$ cat src/rtl/sio_pkg.sv
package sio_pkg;
  localparam logic [1:0] LOC_DATA = 2'd0;
  localparam logic [1:0] LOC_CTRL = 2'd1;
  localparam logic [1:0] LOC_STAT = 2'd2;
  localparam logic [1:0] LOC_DIV  = 2'd3;

  typedef enum logic [1:0] {
    PAR_NONE = 2'b00,
    PAR_ZERO = 2'b01,
    PAR_ODD  = 2'b10,
    PAR_EVEN = 2'b11
  } par_e;

  function automatic logic par_bit(input par_e p, input logic [7:0] d);
    case (p)
      PAR_ODD:  par_bit = ~^d;
      PAR_EVEN: par_bit = ^d;
      default:  par_bit = 1'b0;
    endcase
  endfunction
endpackage

$ cat src/rtl/sio_baud.sv
module sio_baud #(
  parameter int DIV_W = 8
) (
  input  logic             clk,
  input  logic             rst_n,
  input  logic             clr,
  input  logic [DIV_W-1:0] div,
  output logic             tick
);
  logic [DIV_W-1:0] cnt_q;

  assign tick = (cnt_q == div);

  always_ff @(posedge clk or negedge rst_n) begin
    if (!rst_n)           cnt_q <= '0;
    else if (clr || tick) cnt_q <= '0;
    else                  cnt_q <= cnt_q + 1'b1;
  end
endmodule

$ cat src/rtl/sio_tx.sv
module sio_tx
  import sio_pkg::*;
#(
  parameter int OVS = 16
) (
  input  logic       clk,
  input  logic       rst_n,
  input  logic       tick,
  input  logic       load,
  input  logic [7:0] data,
  input  logic       len8,
  input  par_e       par,
  input  logic       stop2,
  output logic       busy,
  output logic       txd,
  output logic       done
);
  localparam int FRAME_W = 12;
  localparam int OCW     = $clog2(OVS);

  logic [FRAME_W-1:0] frame_q, frame_d;
  logic [3:0]         left_q, nbits;
  logic [OCW-1:0]     ocnt_q;
  logic [7:0]         dm;

  always_comb begin
    dm = len8 ? data : {1'b0, data[6:0]};
    frame_d = '1;
    frame_d[0] = 1'b0;
    for (int i = 0; i < 8; i++)
      if (len8 || i < 7) frame_d[i+1] = dm[i];
    if (par != PAR_NONE) begin
      if (len8) frame_d[9] = par_bit(par, dm);
      else      frame_d[8] = par_bit(par, dm);
    end
    nbits = 4'd10 - {3'b0, ~len8} + {3'b0, par != PAR_NONE} + {3'b0, stop2};
  end

  assign txd = frame_q[0];

  always_ff @(posedge clk or negedge rst_n) begin
    if (!rst_n) begin
      frame_q <= '1;
      left_q  <= '0;
      ocnt_q  <= '0;
      busy    <= 1'b0;
      done    <= 1'b0;
    end else begin
      done <= 1'b0;
      if (load && !busy) begin
        frame_q <= frame_d;
        left_q  <= nbits;
        ocnt_q  <= '0;
        busy    <= 1'b1;
      end else if (busy && tick) begin
        ocnt_q <= ocnt_q + 1'b1;
        if (ocnt_q == OCW'(OVS - 1)) begin
          frame_q <= {1'b1, frame_q[FRAME_W-1:1]};
          left_q  <= left_q - 1'b1;
          if (left_q == 4'd1) begin
            busy <= 1'b0;
            done <= 1'b1;
          end
        end
      end
    end
  end
endmodule

$ cat src/rtl/sio_rx.sv
module sio_rx
  import sio_pkg::*;
#(
  parameter int OVS = 16
) (
  input  logic       clk,
  input  logic       rst_n,
  input  logic       tick,
  input  logic       rxd,
  input  logic       en,
  input  logic       len8,
  input  par_e       par,
  output logic       done,
  output logic [7:0] chr,
  output logic       perr,
  output logic       ferr
);
  localparam int OCW = $clog2(OVS);

  typedef enum logic [2:0] {S_IDLE, S_START, S_DATA, S_PAR, S_STOP} st_e;

  st_e            st_q;
  logic           s1_q, s2_q;
  logic [OCW-1:0] ocnt_q;
  logic [2:0]     bidx_q;
  logic [7:0]     sh_q;
  logic           len8_q, pbit_q;
  par_e           par_q;

  always_ff @(posedge clk or negedge rst_n) begin
    if (!rst_n) begin
      s1_q <= 1'b1;
      s2_q <= 1'b1;
    end else begin
      s1_q <= rxd;
      s2_q <= s1_q;
    end
  end

  always_ff @(posedge clk or negedge rst_n) begin
    if (!rst_n) begin
      st_q   <= S_IDLE;
      ocnt_q <= '0;
      bidx_q <= '0;
      sh_q   <= '0;
      len8_q <= 1'b1;
      par_q  <= PAR_NONE;
      pbit_q <= 1'b0;
      done   <= 1'b0;
      chr    <= '1;
      perr   <= 1'b0;
      ferr   <= 1'b0;
    end else begin
      done <= 1'b0;
      if (tick) begin
        case (st_q)
          S_IDLE: if (en && !s2_q) begin
            st_q   <= S_START;
            ocnt_q <= '0;
            len8_q <= len8;
            par_q  <= par;
          end
          S_START: begin
            ocnt_q <= ocnt_q + 1'b1;
            if (ocnt_q == OCW'(OVS/2 - 1)) begin
              ocnt_q <= '0;
              bidx_q <= '0;
              sh_q   <= '0;
              st_q   <= s2_q ? S_IDLE : S_DATA;
            end
          end
          S_DATA: begin
            ocnt_q <= ocnt_q + 1'b1;
            if (ocnt_q == OCW'(OVS - 1)) begin
              sh_q[bidx_q] <= s2_q;
              bidx_q       <= bidx_q + 1'b1;
              if (bidx_q == (len8_q ? 3'd7 : 3'd6))
                st_q <= (par_q == PAR_NONE) ? S_STOP : S_PAR;
            end
          end
          S_PAR: begin
            ocnt_q <= ocnt_q + 1'b1;
            if (ocnt_q == OCW'(OVS - 1)) begin
              pbit_q <= s2_q;
              st_q   <= S_STOP;
            end
          end
          S_STOP: begin
            ocnt_q <= ocnt_q + 1'b1;
            if (ocnt_q == OCW'(OVS - 1)) begin
              done <= 1'b1;
              chr  <= sh_q;
              perr <= (par_q != PAR_NONE) && (pbit_q != par_bit(par_q, sh_q));
              ferr <= !s2_q;
              st_q <= S_IDLE;
            end
          end
          default: st_q <= S_IDLE;
        endcase
      end
    end
  end
endmodule

$ cat src/rtl/sio_port.sv
module sio_port
  import sio_pkg::*;
#(
  parameter int DIV_W = 8,
  parameter int OVS   = 16
) (
  input  logic       clk,
  input  logic       rst_n,
  input  logic [1:0] addr,
  input  logic       wr_en,
  input  logic       rd_en,
  input  logic [7:0] wdata,
  output logic [7:0] rdata,
  output logic       txd,
  input  logic       rxd,
  output logic       tx_busy,
  output logic       irq_tx,
  output logic       irq_rx
);
  logic [7:0]       mode_q;
  logic [DIV_W-1:0] div_q;
  logic [7:0]       rxbuf_q;
  logic             full_q;
  logic [2:0]       stat_q;

  logic tx_tick, rx_tick, tx_go, rd_data, rd_stat;
  logic rx_done, rx_perr, rx_ferr, ovr;
  logic [7:0] rx_chr;

  assign tx_go   = wr_en && (addr == LOC_DATA) && mode_q[7] && !tx_busy;
  assign rd_data = rd_en && (addr == LOC_DATA);
  assign rd_stat = rd_en && (addr == LOC_STAT);
  assign ovr     = full_q && !rd_data;
  assign irq_rx  = rx_done;

  sio_baud #(.DIV_W(DIV_W)) u_tx_baud (
    .clk(clk), .rst_n(rst_n), .clr(tx_go), .div(div_q), .tick(tx_tick)
  );
  sio_baud #(.DIV_W(DIV_W)) u_rx_baud (
    .clk(clk), .rst_n(rst_n), .clr(1'b0), .div(div_q), .tick(rx_tick)
  );

  sio_tx #(.OVS(OVS)) u_tx (
    .clk(clk), .rst_n(rst_n), .tick(tx_tick), .load(tx_go), .data(wdata),
    .len8(mode_q[2]), .par(par_e'(mode_q[5:4])), .stop2(mode_q[3]),
    .busy(tx_busy), .txd(txd), .done(irq_tx)
  );

  sio_rx #(.OVS(OVS)) u_rx (
    .clk(clk), .rst_n(rst_n), .tick(rx_tick), .rxd(rxd), .en(mode_q[6]),
    .len8(mode_q[2]), .par(par_e'(mode_q[5:4])),
    .done(rx_done), .chr(rx_chr), .perr(rx_perr), .ferr(rx_ferr)
  );

  always_comb begin
    case (addr)
      LOC_DATA: rdata = rxbuf_q;
      LOC_CTRL: rdata = mode_q;
      LOC_STAT: rdata = {4'b0, tx_busy, stat_q};
      default:  rdata = 8'(div_q);
    endcase
  end

  always_ff @(posedge clk or negedge rst_n) begin
    if (!rst_n) begin
      mode_q  <= '0;
      div_q   <= '0;
      rxbuf_q <= '1;
      full_q  <= 1'b0;
      stat_q  <= '0;
    end else begin
      if (wr_en && addr == LOC_CTRL) mode_q <= wdata & 8'hFC;
      if (wr_en && addr == LOC_DIV)  div_q  <= DIV_W'(wdata);
      if (rx_done) begin
        rxbuf_q <= rx_chr;
        full_q  <= 1'b1;
      end else if (rd_data) begin
        full_q  <= 1'b0;
      end
      stat_q <= (rd_stat ? 3'b000 : stat_q)
              | (rx_done ? {rx_perr, rx_ferr, ovr} : 3'b000);
    end
  end
endmodule

$ cat config.mk
export PLATFORM = sky130hd
export DESIGN_NAME = sio_port
export DESIGN_NICKNAME = d
export VERILOG_FILES = /design/src/rtl/sio_pkg.sv /design/src/rtl/sio_baud.sv /design/src/rtl/sio_tx.sv /design/src/rtl/sio_rx.sv /design/src/rtl/sio_port.sv
export SDC_FILE = /design/constraint.sdc
export NUM_CORES = 1
export LEC_CHECK = 0
export CAP_MARGIN = 30
export CORE_MARGIN = 10
export CORE_UTILIZATION = 35
export DETAILED_ROUTE_END_ITERATION = 10
export PLACE_DENSITY_LB_ADDON = 0.05
export SLEW_MARGIN = 10
export SYNTH_ARGS = -nofsm -noshare
export SYNTH_HDL_FRONTEND = slang
export SYNTH_SLANG_ARGS = --single-unit
$ cat constraint.sdc
create_clock -name clk -period 3.44 [get_ports clk]
set_input_delay 0.688 -clock clk [delete_from_list [all_inputs] [get_ports clk]]
set_output_delay 0.688 -clock clk [all_outputs]
set_load 0.005 [all_outputs]
# After elaboration in Yosys (flattened, before gate mapping)
# Cells that the tools add are included.
[op_classes]
n_shift = 0
bitwise_logic = 2
div = 0
mux = 58
order_cmp = 2
multipliers = 0
n_eq_ne = 25
add_sub_neg = 9
reduce_logical = 41
[ops]
columns = ["operator", "count"]
rows = [
  ["8-bit 2-to-1 mux", 5],
  ["12-bit 2-to-1 mux", 3],
  ["3-bit 2-to-1 mux", 11],
  ["4-bit 2-to-1 mux", 7],
  ["8-bit case mux with 3 select lines", 1],
  ["1-bit 2-to-1 mux", 21],
  ["8-bit by 1-bit adder with 8-bit output, second input constant", 2],
  ["8-bit equality test", 2],
  ["8-bit case mux with 2 select lines", 1],
  ["8-bit XNOR reduction", 2],
  ["8-bit parity", 2],
  ["3-bit case mux with 5 select lines", 1],
  ["3-bit AND reduction", 5],
  ["2-bit nonzero test", 7],
  ["1-bit logical AND", 13],
  ["2-bit equality test, second input constant", 6],
  ["2-bit by 1-bit != test with 1-bit output, second input constant", 6],
  ["4-bit case mux with 3 select lines", 1],
  ["4-bit by 1-bit adder with 4-bit output", 2],
  ["4-bit by 1-bit adder with 4-bit output, second input constant", 2],
  ["8-bit bitwise mux", 1],
  ["4-bit equality test, second input constant", 2],
  ["7-bit AND reduction", 1],
  ["3-bit by 2-bit equality test with 1-bit output, second input constant", 2],
  ["26 further kinds", 31],
]
[totals]
regBits = 99
ramBits = 0
in_bits = 15
rom_bits = 0
output_inout_bits = 12
latch_bits = 0
n_memories = 0

# Longest topological paths before layout
# Gate-level depths: netlist (run 1).
[logic_depth]
ltp_word = 7
ltp_mapped = 8
mapped_depth_nobuf = 8

# Hierarchy
# Synthesis (run 1) repeated with hierarchy kept, for this count alone.
[hier_totals]
hier_cells = 478
hier_area_um2 = 5248.8
[by_module_without_submodules]
columns = ["mod", "cells_each", "instances", "seq_area_each_um2", "area_each_um2"]
rows = [
  ["sio_rx", 178, 1, 889.6, 1814.2],
  ["sio_port", 86, 1, 660.6, 1298.7],
  ["sio_tx", 122, 1, 513.0, 1092.3],
  ["sio_baud", 46, 2, 200.2, 521.8],
]

# Worst setup path after synthesis (run 1)
# Ideal clock, no wire load.
[synth_path]
path_type = "input port to output port"
from = "input port addr[0]"
to = "output port rdata[1]"
n_path_buf = 2
required_ps = 2752
cell_stages = 4
slack_ps = 1080
arrival_time_ps = 1672
cell_sequence = "clkbuf_1 buf_1 nor2_1 a22o_1"
[synth_via]
elab_chain_cells = 2
word_cells_on_any_way = 4
cone_classes = "2 x eq/ne; 1 x mux; 1 x reduce/logical"
[synth_lines]
columns = ["element", "line", "rtl"]
rows = [
  ["start, declared", "sio_port.sv:9", "input logic [1:0] addr,"],
  ["2-bit equality test (tied with other cells)", "sio_port.sv:56", "case (addr)"],
  ["8-bit case mux with 3 select lines *", "sio_port.sv:56", ""],
  ["end, declared", "sio_port.sv:13", "output logic [7:0] rdata,"],
]
# Every way passes the cells marked *; elsewhere a longest branch is shown, timed or not.

# Worst setup path in the final report (run 1)
[layout_path]
from = "input port addr[0]"
to = "output port rdata[0]"
# The elaborated chain is that of the path after synthesis.

==> impl_metrics.csv, run 1 <==
group,metric,value,unit
finish,instances_no_fill,696,
global_route,grt_pass1_wl,19000,µm
placed_design,hpwlAfterDp,8040,µm
logic_synthesis,async_flop_share,100,%
clocking,cts_buffer_depth,2,
routing,wl_per_cell,16.2,µm
logic_synthesis,ys_seq_area_share,49.3,%
critical_path,cpPeakStageDelay,0.46,ns
critical_path,endpoint_kind,"output pin",
sta,max_freq,0.325,GHz
placed_design,place_congestion,0.756,
critical_path,path_max_fanout,15,
critical_path,worstPathArrival,2.38,ns
routing,ant_nets,0,
routing,drtIter0Drc,155,
logic_synthesis,synth.top_cells.by_count,"68 x dfrtp_1, 68 x nand2_1, 35 x nor2_1, 34 x o21ai_0, 29 x dfstp_2",
sta,min_period,3.07,ns
clocking,ctsHoldBuffers,0,
routing,drt-total-wl,11300,µm
flow_run,drv_cap,0,
pwr,leakagePower,2.48,nW
floorplanning,num_io_pins,27,
global_route,grt_overflow_total,0,
global_route,antenna_found_initial,0,
logic_synthesis,yosysUniqueCellTypes,56,
pwr,pwr_density_cell,585,nW/µm²
finish,fin_area,5760,µm²
routing,drtPass1Iterations,5,
logic_synthesis,synthTopCellsByArea,"dfrtp_1 34%, dfstp_2 15%, mux2_2 6.1%",
floorplanning,die_w,139,µm
sta,rsz0062_at_grt,"false",
logic_synthesis,yosysTopAreaCellShare,34.1,%
finish,layout.nets,536,
floorplanning,core,13900,µm²
sta,fin_tns_setup,0,ns
routing,vias_per_cell,5.16,
logic_synthesis,ys.flop_type,"dfrtp_1",
pwr,ir_worst_vdd,0.291,mV
sta,hold_viol_final,0,
clocking,htreeDepth,3,
floorplanning,initial_utilization,35.8,%
finish,antenna_cells,0,
global_route,grt_max_degree,53,
global_route,grt_pass1_vias,3549,
sta,finalSetupViolCount,0,
placed_design,placed_area,5450,µm²
sta,relSlewSlack,56.0,%
sta,worstMarginPinSlew,0.659,ns
critical_path,worstPathCellList,"clkdlybuf4s50_1 -> buf_4 -> mux2_2 -> a22o_1 -> clkdlybuf4s50_1",
critical_path,cp_slowest_cell,"clkdlybuf4s50_1",
logic_synthesis,netlist.top_cell.by_area,"dfrtp_1",
finish,drive_gt1_share,17.6,%
critical_path,cpMostUsedCell,"clkdlybuf4s50_1",
sta,drv_slew,0,
critical_path,path_class,"input pin to output pin",
logic_synthesis,synth_warnings,0,
logic_synthesis,synth_area,4990,µm²
outcome,status,"complete, no violations",
placed_design,io_buffer_count,26,
floorplanning,rows,43,
logic_synthesis,syn_avg_cell_area,10.2,µm²
clocking,tritoncts,"done",
finish,final_core_util,41.3,%
sta,finClkSkew,0.00796,ns
sta,finalCritPeriodShare,89.3,%
clocking,cts_setup_buffers,0,
floorplanning,dieArea,19400,µm²
logic_synthesis,synth.net_count,513,
finish,area_delta_synth_final,15.3,%
critical_path,crit_path_start_kind,"input pin",
critical_path,required,2.75,ns
routing,vias,3589,
finish,fillers,1347,
global_route,grt_use_total,11.9,%
clocking,root_buffer,"clkbuf_16",
clocking,cts_repair_resize_count,0,
min_path,hp-class,"input pin to async pin",
clocking,clock_latency,0.35,ns
sta,whs,0.358,ns
clocking,clk_pin_slew_worst_paths,0.06,ns
clocking,cts_buffers,9,
logic_synthesis,synth_edf_count,0,
logic_synthesis,syn_inst,488,
routing,drc_errors,0,
logic_synthesis,synth-seq-cells,97,
placed_design,dp_cells,680,
floorplanning,die_h,139,µm
clocking,cts.sinks,97,
==> cell families (layout without fill, tap and decap cells) <==
| kind of cell | count (synthesis) | in the layout | share of synthesized area (%) |
|---|---|---|---|
| simple gates | 174 | 174 | 16.4 |
| compound gates | 91 | 91 | 12.3 |
| buf+inv | 35 | 63 | 2.86 |
| fa+ha+maj | 10 | 10 | 2.51 |
| flops | 97 | 97 | 49.3 |
| xor+xnor | 47 | 47 | 8.52 |
| mux | 34 | 34 | 8.02 |
==> worst paths after layout <==
check / slack [ns] / to / from / cells after the start
setup reg to reg: 1.08 / u_tx.busy / div_q[0] / 6
setup / recovery: 0.37 / rdata[0] / addr[0] / 5
hold reg to reg: 0.36 / u_rx.s2_q / u_rx.s1_q / 0
max in group asynchronous: 2.33 / u_rx.s2_q / rst_n / 2
hold / removal: 0.36 / u_tx_baud.cnt_q[0] / rst_n / 1
min in group clk: 0.36 / u_rx.s2_q / u_rx.s1_q / 0
==> per-stage QoR <==
stage	worst slack [ns]	total power [mW]
4_1_cts	0.343	3.42
3_3_place_gp	0.356	2.35
3_5_place_dp	0.343	2.37
5_1_grt	0.243	3.60
2_1_floorplan	1.08	2.11
6_report	0.368	3.37
==> cell type report <==
cell class / count / area [µm²] / area share (%)
Clock inverter: 6 / 66.3 / 1.15
Multi-Input combinational cell: 356 / 2390 / 41.5
Timing Repair Buffer: 33 / 323 / 5.61
Clock buffer: 10 / 239 / 4.15
Tap cell: 180 / 225 / 3.91
Inverter: 14 / 52.6 / 0.913
Sequential cell: 97 / 2460 / 42.8
==> cells in the final DEF, fill, tap and decap left out, drive strengths merged, types with 2 or more instances in the layout <==
cell type	Yosys	final
a21o	4	4
a21oi	15	15
a22o	6	6
a2bb2oi	3	3
a31oi	9	9
and2	2	2
and3	7	7
buf	8	8
clkbuf	13	10
clkdlybuf4s50	0	25
clkinv	1	5
dfrtp	68	68
dfstp	29	29
ha	10	10
inv	13	14
mux2	28	28
mux2i	4	4
mux4	2	2
nand2	68	68
nand2b	6	6
nand3	24	24
nand3b	2	2
nand4	4	4
nor2	35	35
nor2b	8	8
nor3	8	8
nor4	4	4
o211ai	3	3
o21a	2	2
o21ai	37	37
o31ai	5	5
or2	2	2
xnor2	23	23
xor2	23	23
==> power by group <==
part / internal, mW / switching (mW)
logic: 0.378 / 0.381
clock network: 0.586 / 0.445
registers: 1.34 / 0.236
==> layer usage <==
metal | global-route usage [%] | routed length (µm) | vias up
li1 | - | - | 1748
met4 | 3.40 | 160 | 0
met5 | 0 | 0 | -
met2 | 19.4 | 5450 | 57
met1 | 15.0 | 5330 | 1770
met3 | 3.37 | 328 | 14
==> sequential cells by signal (all words and copies together), names as in the netlist, 2 cells and up <==
signal,count
rxbuf_q,8
u_rx.par_q,2
u_rx.ocnt_q,4
mode_q,6
u_tx.left_q,4
u_tx.frame_q,10
u_rx.sh_q,8
stat_q,3
div_q,8
u_rx.st_q,3
u_rx.chr,8
u_tx.ocnt_q,4
u_rx.bidx_q,3
u_tx_baud.cnt_q,8
u_rx_baud.cnt_q,8
==> critical path: cells and delay by family <==
kind | cells | cell delay, ns
AO/OA/AOI/OAI | 1 | 0.22
buffers and inverters | 3 | 1.12
multiplexers | 1 | 0.35
Note: power is estimated with default switching activity, not from simulation.
==> run 2: changes to the inputs <==
--- a/config.mk
+++ b/config.mk
@@ -14,3 +14,4 @@
 export SYNTH_ARGS = -nofsm -noshare
 export SYNTH_HDL_FRONTEND = slang
 export SYNTH_SLANG_ARGS = --single-unit
+export TNS_END_PERCENT = 100
==> constraint.sdc (replaced) <==
create_clock -name clk -period 3.4 [get_ports clk]
set_input_delay 0.68 -clock clk [delete_from_list [all_inputs] [get_ports clk]]
set_output_delay 0.68 -clock clk [all_outputs]
set_load 0.005 [all_outputs]
==> run 2 against run 1 <==
Against the previous run: first-iteration DRC count grew 36%; via count shrank 0.53%; clock skew shrank 0.0025 ns; register-to-register slack lost 0.06 ns; flip-flop and latch count is the same; power grew 0.77%; wire length grew 0.17%.
==> impl_metrics.csv, run 2 (synthesis results as in run 1) <==
group,metric,value,unit
pwr,pwr_density_cell,587,nW/µm²
clocking,cts.sinks,97,
global_route,antenna_found_initial,0,
critical_path,worstRegToRegCells,7,
critical_path,path_delay_family,"buffers and inverters",
finish,largest_register_ffs,10,
pwr,swShare,31.4,%
flow_run,drv_cap,0,
critical_path,worstPathCellList,"clkdlybuf4s50_1 -> buf_12 -> mux2_2 -> a22o_1 -> clkdlybuf4s50_1",
pwr,seq_power_share,47.0,%
placed_design,place_congestion,0.754,
pwr,ir_worst_vdd,0.264,mV
clocking,htreeDepth,3,
routing,wl_per_cell,16.2,µm
critical_path,r2r_start,"div_q[0]",
routing,vias,3570,
global_route,grt_overflow_total,0,
global_route,grt_max_degree,61,
critical_path,cp_num_buf_inv,3,
routing,ant_nets,0,
critical_path,r2r-end,"u_tx.left_q[3]",
critical_path,cp_slowest_cell,"clkdlybuf4s50_1",
pwr,net-switching-power,1.06,mW
clocking,cts_repair_resize_count,0,
clocking,ctsHoldBuffers,0,
outcome,status,"complete, no violations",
finish,antenna_cells,0,
pwr,leakagePower,2.49,nW
routing,top_layer_used,"met4",
finish,layout.nets,538,
global_route,grt_pass1_wl,18900,µm
sta,drv_slew,0,
sta,min_period,3.04,ns
pwr,pwr-share-clk,30.1,%
critical_path,reg2reg_slack,1.02,ns
pwr,cellInternalPower,2.33,mW
finish,drive_gt1_share,17.8,%
global_route,grt_use_total,12.0,%
clocking,tritoncts,"done",
sta,fin_tns_setup,0,ns
critical_path,worstPathArrival,2.36,ns
sta,max_freq,0.329,GHz
routing,vias_per_cell,5.12,
sta,hold_viol_final,0,
sta,relSlewSlack,55.0,%
routing,drt-met1-wl,5260,µm
routing,wl_met2,5490,µm
placed_design,placed_area,5490,µm²
placed_design,io_buffer_count,26,
finish,area_delta_synth_final,15.8,%
min_path,hp-class,"input pin to async pin",
critical_path,startpoint,"addr[0]",
routing,dr_wl_met3,429,µm
critical_path,crit_path_start_kind,"input pin",
clocking,cts_buffer_depth,2,
routing,drtPass1Iterations,4,
critical_path,required,2.72,ns
floorplanning,rows,43,
pwr,p_comb_share,22.9,%
clocking,root_buffer,"clkbuf_16",
finish,layout_common_cells,"68 x nand2_1, 68 x dfrtp_1, 35 x nor2_1",
sta,finalSetupViolCount,0,
clocking,clock_latency,0.35,ns
clocking,cts_setup_buffers,0,
finish,fillers,1335,
finish,fin_area,5780,µm²
floorplanning,core,13900,µm²
placed_design,hpwlAfterDp,8100,µm
sta,worstMarginPinSlew,0.675,ns
sta,rsz0062_at_grt,"false",
floorplanning,die_w,139,µm
floorplanning,initial_utilization,35.8,%
critical_path,cpPeakStageDelay,0.50,ns
critical_path,path_max_fanout,17,
critical_path,path_depth,5,
global_route,grt_pass1_vias,3432,
floorplanning,dieArea,19400,µm²
finish,regMostFlops,"u_tx.frame_q",
sta,finalCritPeriodShare,89.4,%
clocking,clk_pin_slew_worst_paths,0.07,ns
sta,finClkSkew,0.00546,ns
routing,drc_errors,0,
critical_path,path_class,"input pin to output pin",
floorplanning,die_h,139,µm
critical_path,cpMostUsedCell,"clkdlybuf4s50_1",
floorplanning,num_io_pins,27,
critical_path,endpoint_kind,"output pin",
clocking,cts_buffers,9,
routing,drt-total-wl,11300,µm
routing,drtIter0Drc,211,
-- run 2: cell count changes in the layout (fill, tap and decap cells not counted) --
| cell | previous run | this run |
|---|---|---|
| inv_6 | 1 | 0 |
| clkinv_4 | 2 | 1 |
| buf_16 | 0 | 1 |
| clkinvlp_4 | 0 | 1 |
| buf_4 | 7 | 8 |
-- run 2: final cells by class --
cell class	count	area (µm²)	area share [%]
clock inverter	5	56.3	0.974
sequential	97	2460	42.6
multi-input combinational	356	2390	41.3
timing repair buffer	35	358	6.19
tap	180	225	3.90
clock buffer	10	239	4.13
inverter	14	52.6	0.909
-- run 2: routing by layer --
metal	GRT usage, %	vias up
met5	0	-
met4	3.08	0
met3	3.78	9
met2	19.3	45
met1	15.2	1766
li1	-	1750
-- run 2: power by group through the flow --
stage / sequential, mW / combinational (mW) / clock, mW
global route: 1.63 / 0.894 / 1.12
CTS: 1.60 / 0.791 / 1.06
finish: 1.59 / 0.778 / 1.02
global placement: 1.62 / 0.764 / 0
floorplan: 1.53 / 0.609 / 0
detailed placement: 1.62 / 0.784 / 0
-- run 2: how the worst max path moves through the flow --
stage,endpoint,slack [ns]
final,rdata[0],0.36
after global routing,rdata[4],0.27
after CTS,rdata[6],0.33
after detailed placement,rdata[6],0.33
after global placement,rdata[6],0.33
after floorplan,rdata[1],1.06
-- run 2: through the flow --
step	util, %	total power, mW	setup WS, ns	std cells	hold slack (ns)
2_1_floorplan	-	2.14	1.06	488	0.345
4_1_cts	41.5	3.45	0.331	697	0.208
5_1_grt	41.5	3.64	0.275	697	0.207
6_report	41.5	3.39	0.361	697	0.210
3_3_place_gp	39.2	2.38	0.334	681	0.348
3_5_place_dp	39.4	2.40	0.328	682	0.349
==> run 3: changes to the inputs <==
--- a/config.mk
+++ b/config.mk
@@ -8,8 +8,10 @@
 export CAP_MARGIN = 30
 export CORE_MARGIN = 10
 export CORE_UTILIZATION = 35
+export CTS_CLUSTER_SIZE = 40
 export DETAILED_ROUTE_END_ITERATION = 10
 export PLACE_DENSITY_LB_ADDON = 0.05
+export RECOVER_POWER = 50
 export SLEW_MARGIN = 10
 export SYNTH_ARGS = -nofsm -noshare
 export SYNTH_HDL_FRONTEND = slang
==> run 3 against run 2 <==
Against the previous run: the run now ends with max-capacitance violations, max-slew violations left; hold slack better by 0.15 ns; wire length about the same; sequential power about the same; global-route usage unchanged; non-clock buffer count unchanged; clock power about the same; sequential share of layout area up 0.27 points; power down 0.18%; setup slack about the same; clock-buffer cell count unchanged; utilization down 0.26 points; critical path type unchanged; critical endpoint unchanged; largest cell class unchanged; largest power group unchanged.
==> impl_metrics.csv, run 3 (synthesis results as in run 1) <==
group,metric,value,unit
global_route,antenna_found_initial,0,
finish,final_core_util,41.2,%
routing,drtIter0Drc,221,
sta,finalSetupViolCount,0,
sta,whs,0.357,ns
clocking,cts_buffers,9,
sta,finClkSkew,0.00672,ns
routing,drc_errors,0,
floorplanning,dieArea,19400,µm²
global_route,grt_max_degree,61,
sta,relSlewSlack,-1.84,%
routing,wl_per_cell,16.2,µm
clocking,clock_latency,0.35,ns
placed_design,hpwlAfterDp,8100,µm
finish,layout.nets,538,
routing,ant_nets,0,
routing,vias,3558,
global_route,grt_use_total,12.0,%
floorplanning,rows,43,
pwr,pwr_density_cell,590,nW/µm²
clocking,cts_buffer_depth,2,
global_route,grt_overflow_total,0,
finish,drive_gt1_share,17.2,%
finish,antenna_cells,0,
critical_path,endpoint_kind,"output pin",
global_route,grt_pass1_wl,18900,µm
outcome,status,"finished with violations",
pwr,ir_worst_vdd,0.266,mV
clocking,cts_setup_buffers,0,
finish,fillers,1342,
critical_path,path_class,"input pin to output pin",
placed_design,place_congestion,0.754,
routing,vias_per_cell,5.10,
clocking,ctsHoldBuffers,0,
global_route,grt_pass1_vias,3432,
finish,regMostFlops,"u_tx.frame_q",
sta,hold_viol_final,0,
routing,drt-total-wl,11300,µm
pwr,leakagePower,2.47,nW
sta,worstMarginPinSlew,1.53,ns
routing,drtPass1Iterations,4,
finish,area_delta_synth_final,15.1,%
clocking,clk_pin_slew_worst_paths,0.06,ns
finish,layout_common_cells,"68 x nand2_1, 68 x dfrtp_1, 35 x nor2_1",
floorplanning,die_w,139,µm
clocking,root_buffer,"clkbuf_16",
floorplanning,core,13900,µm²
floorplanning,initial_utilization,35.8,%
sta,max_freq,0.329,GHz
sta,rsz0062_at_grt,"false",
critical_path,crit_path_start_kind,"input pin",
floorplanning,num_io_pins,27,
pwr,p_total,3.39,mW
critical_path,worstPathArrival,2.36,ns
sta,fin_tns_setup,0,ns
sta,drv_slew,61,
clocking,cts_repair_resize_count,0,
finish,largest_register_ffs,10,
critical_path,path_max_fanout,17,
clocking,htreeDepth,3,
min_path,hp-class,"flip-flop to flip-flop",
flow_run,drv_cap,1,
sta,finalCritPeriodShare,89.4,%
clocking,cts.sinks,97,
floorplanning,die_h,139,µm
clocking,tritoncts,"done",
critical_path,required,2.72,ns
sta,min_period,3.04,ns
placed_design,io_buffer_count,26,
outcome,violations,"max-capacitance violations, max-slew violations",
## run 3: cell type report
type	instances	area [µm²]	share of cell area, %
Clock buffer	10	239	4.16
Clock inverter	5	56.3	0.980
Inverter	14	52.6	0.915
Multi-Input combinational cell	356	2390	41.5
Sequential cell	97	2460	42.9
Tap cell	180	225	3.92
Timing Repair Buffer	35	322	5.60
## run 3: metal layers
layer / part of all wire [%] / vias up / global-route usage, %
met5: 0 / - / 0
met4: 0.95 / 0 / 3.08
li1: - / 1746 / -
met3: 3.4 / 9 / 3.78
met1: 47 / 1763 / 15.2
met2: 48 / 40 / 19.3
## run 3: critical path, cell delays in order
cell and delay (ns):
clkdlybuf4s50_1 0.50, buf_12 0.16, mux2_2 0.35, a22o_1 0.22, clkdlybuf4s50_1 0.44
## run 3: final timing paths
kind	startpoint	end	slack, ns	cells after the start
setup / recovery	addr[0]	rdata[0]	0.36	5
hold / removal	u_rx.s1_q	u_rx.s2_q	0.36	0
setup reg to reg	div_q[0]	u_tx.left_q[3]	1.03	7
hold reg to reg	u_rx.s1_q	u_rx.s2_q	0.36	0
max in group asynchronous	rst_n	u_rx.chr[1]	0.75	3
min in group asynchronous	rst_n	u_tx_baud.cnt_q[1]	0.48	1
## run 3: stage by stage
stage / std cells / setup slack [ns] / cell area [µm²]
2_1_floorplan: 488 / 1.06 / 4990
3_3_place_gp: 681 / 0.334 / 5460
3_5_place_dp: 682 / 0.328 / 5490
4_1_cts: 697 / 0.331 / 5780
5_1_grt: 697 / 0.261 / 5740
6_report: 697 / 0.361 / 5740
## run 3: power breakdown
part	leakage, nW	internal [mW]	switching (mW)
registers	1.17	1.36	0.238
logic	1.16	0.382	0.390
clock network	0.144	0.585	0.435
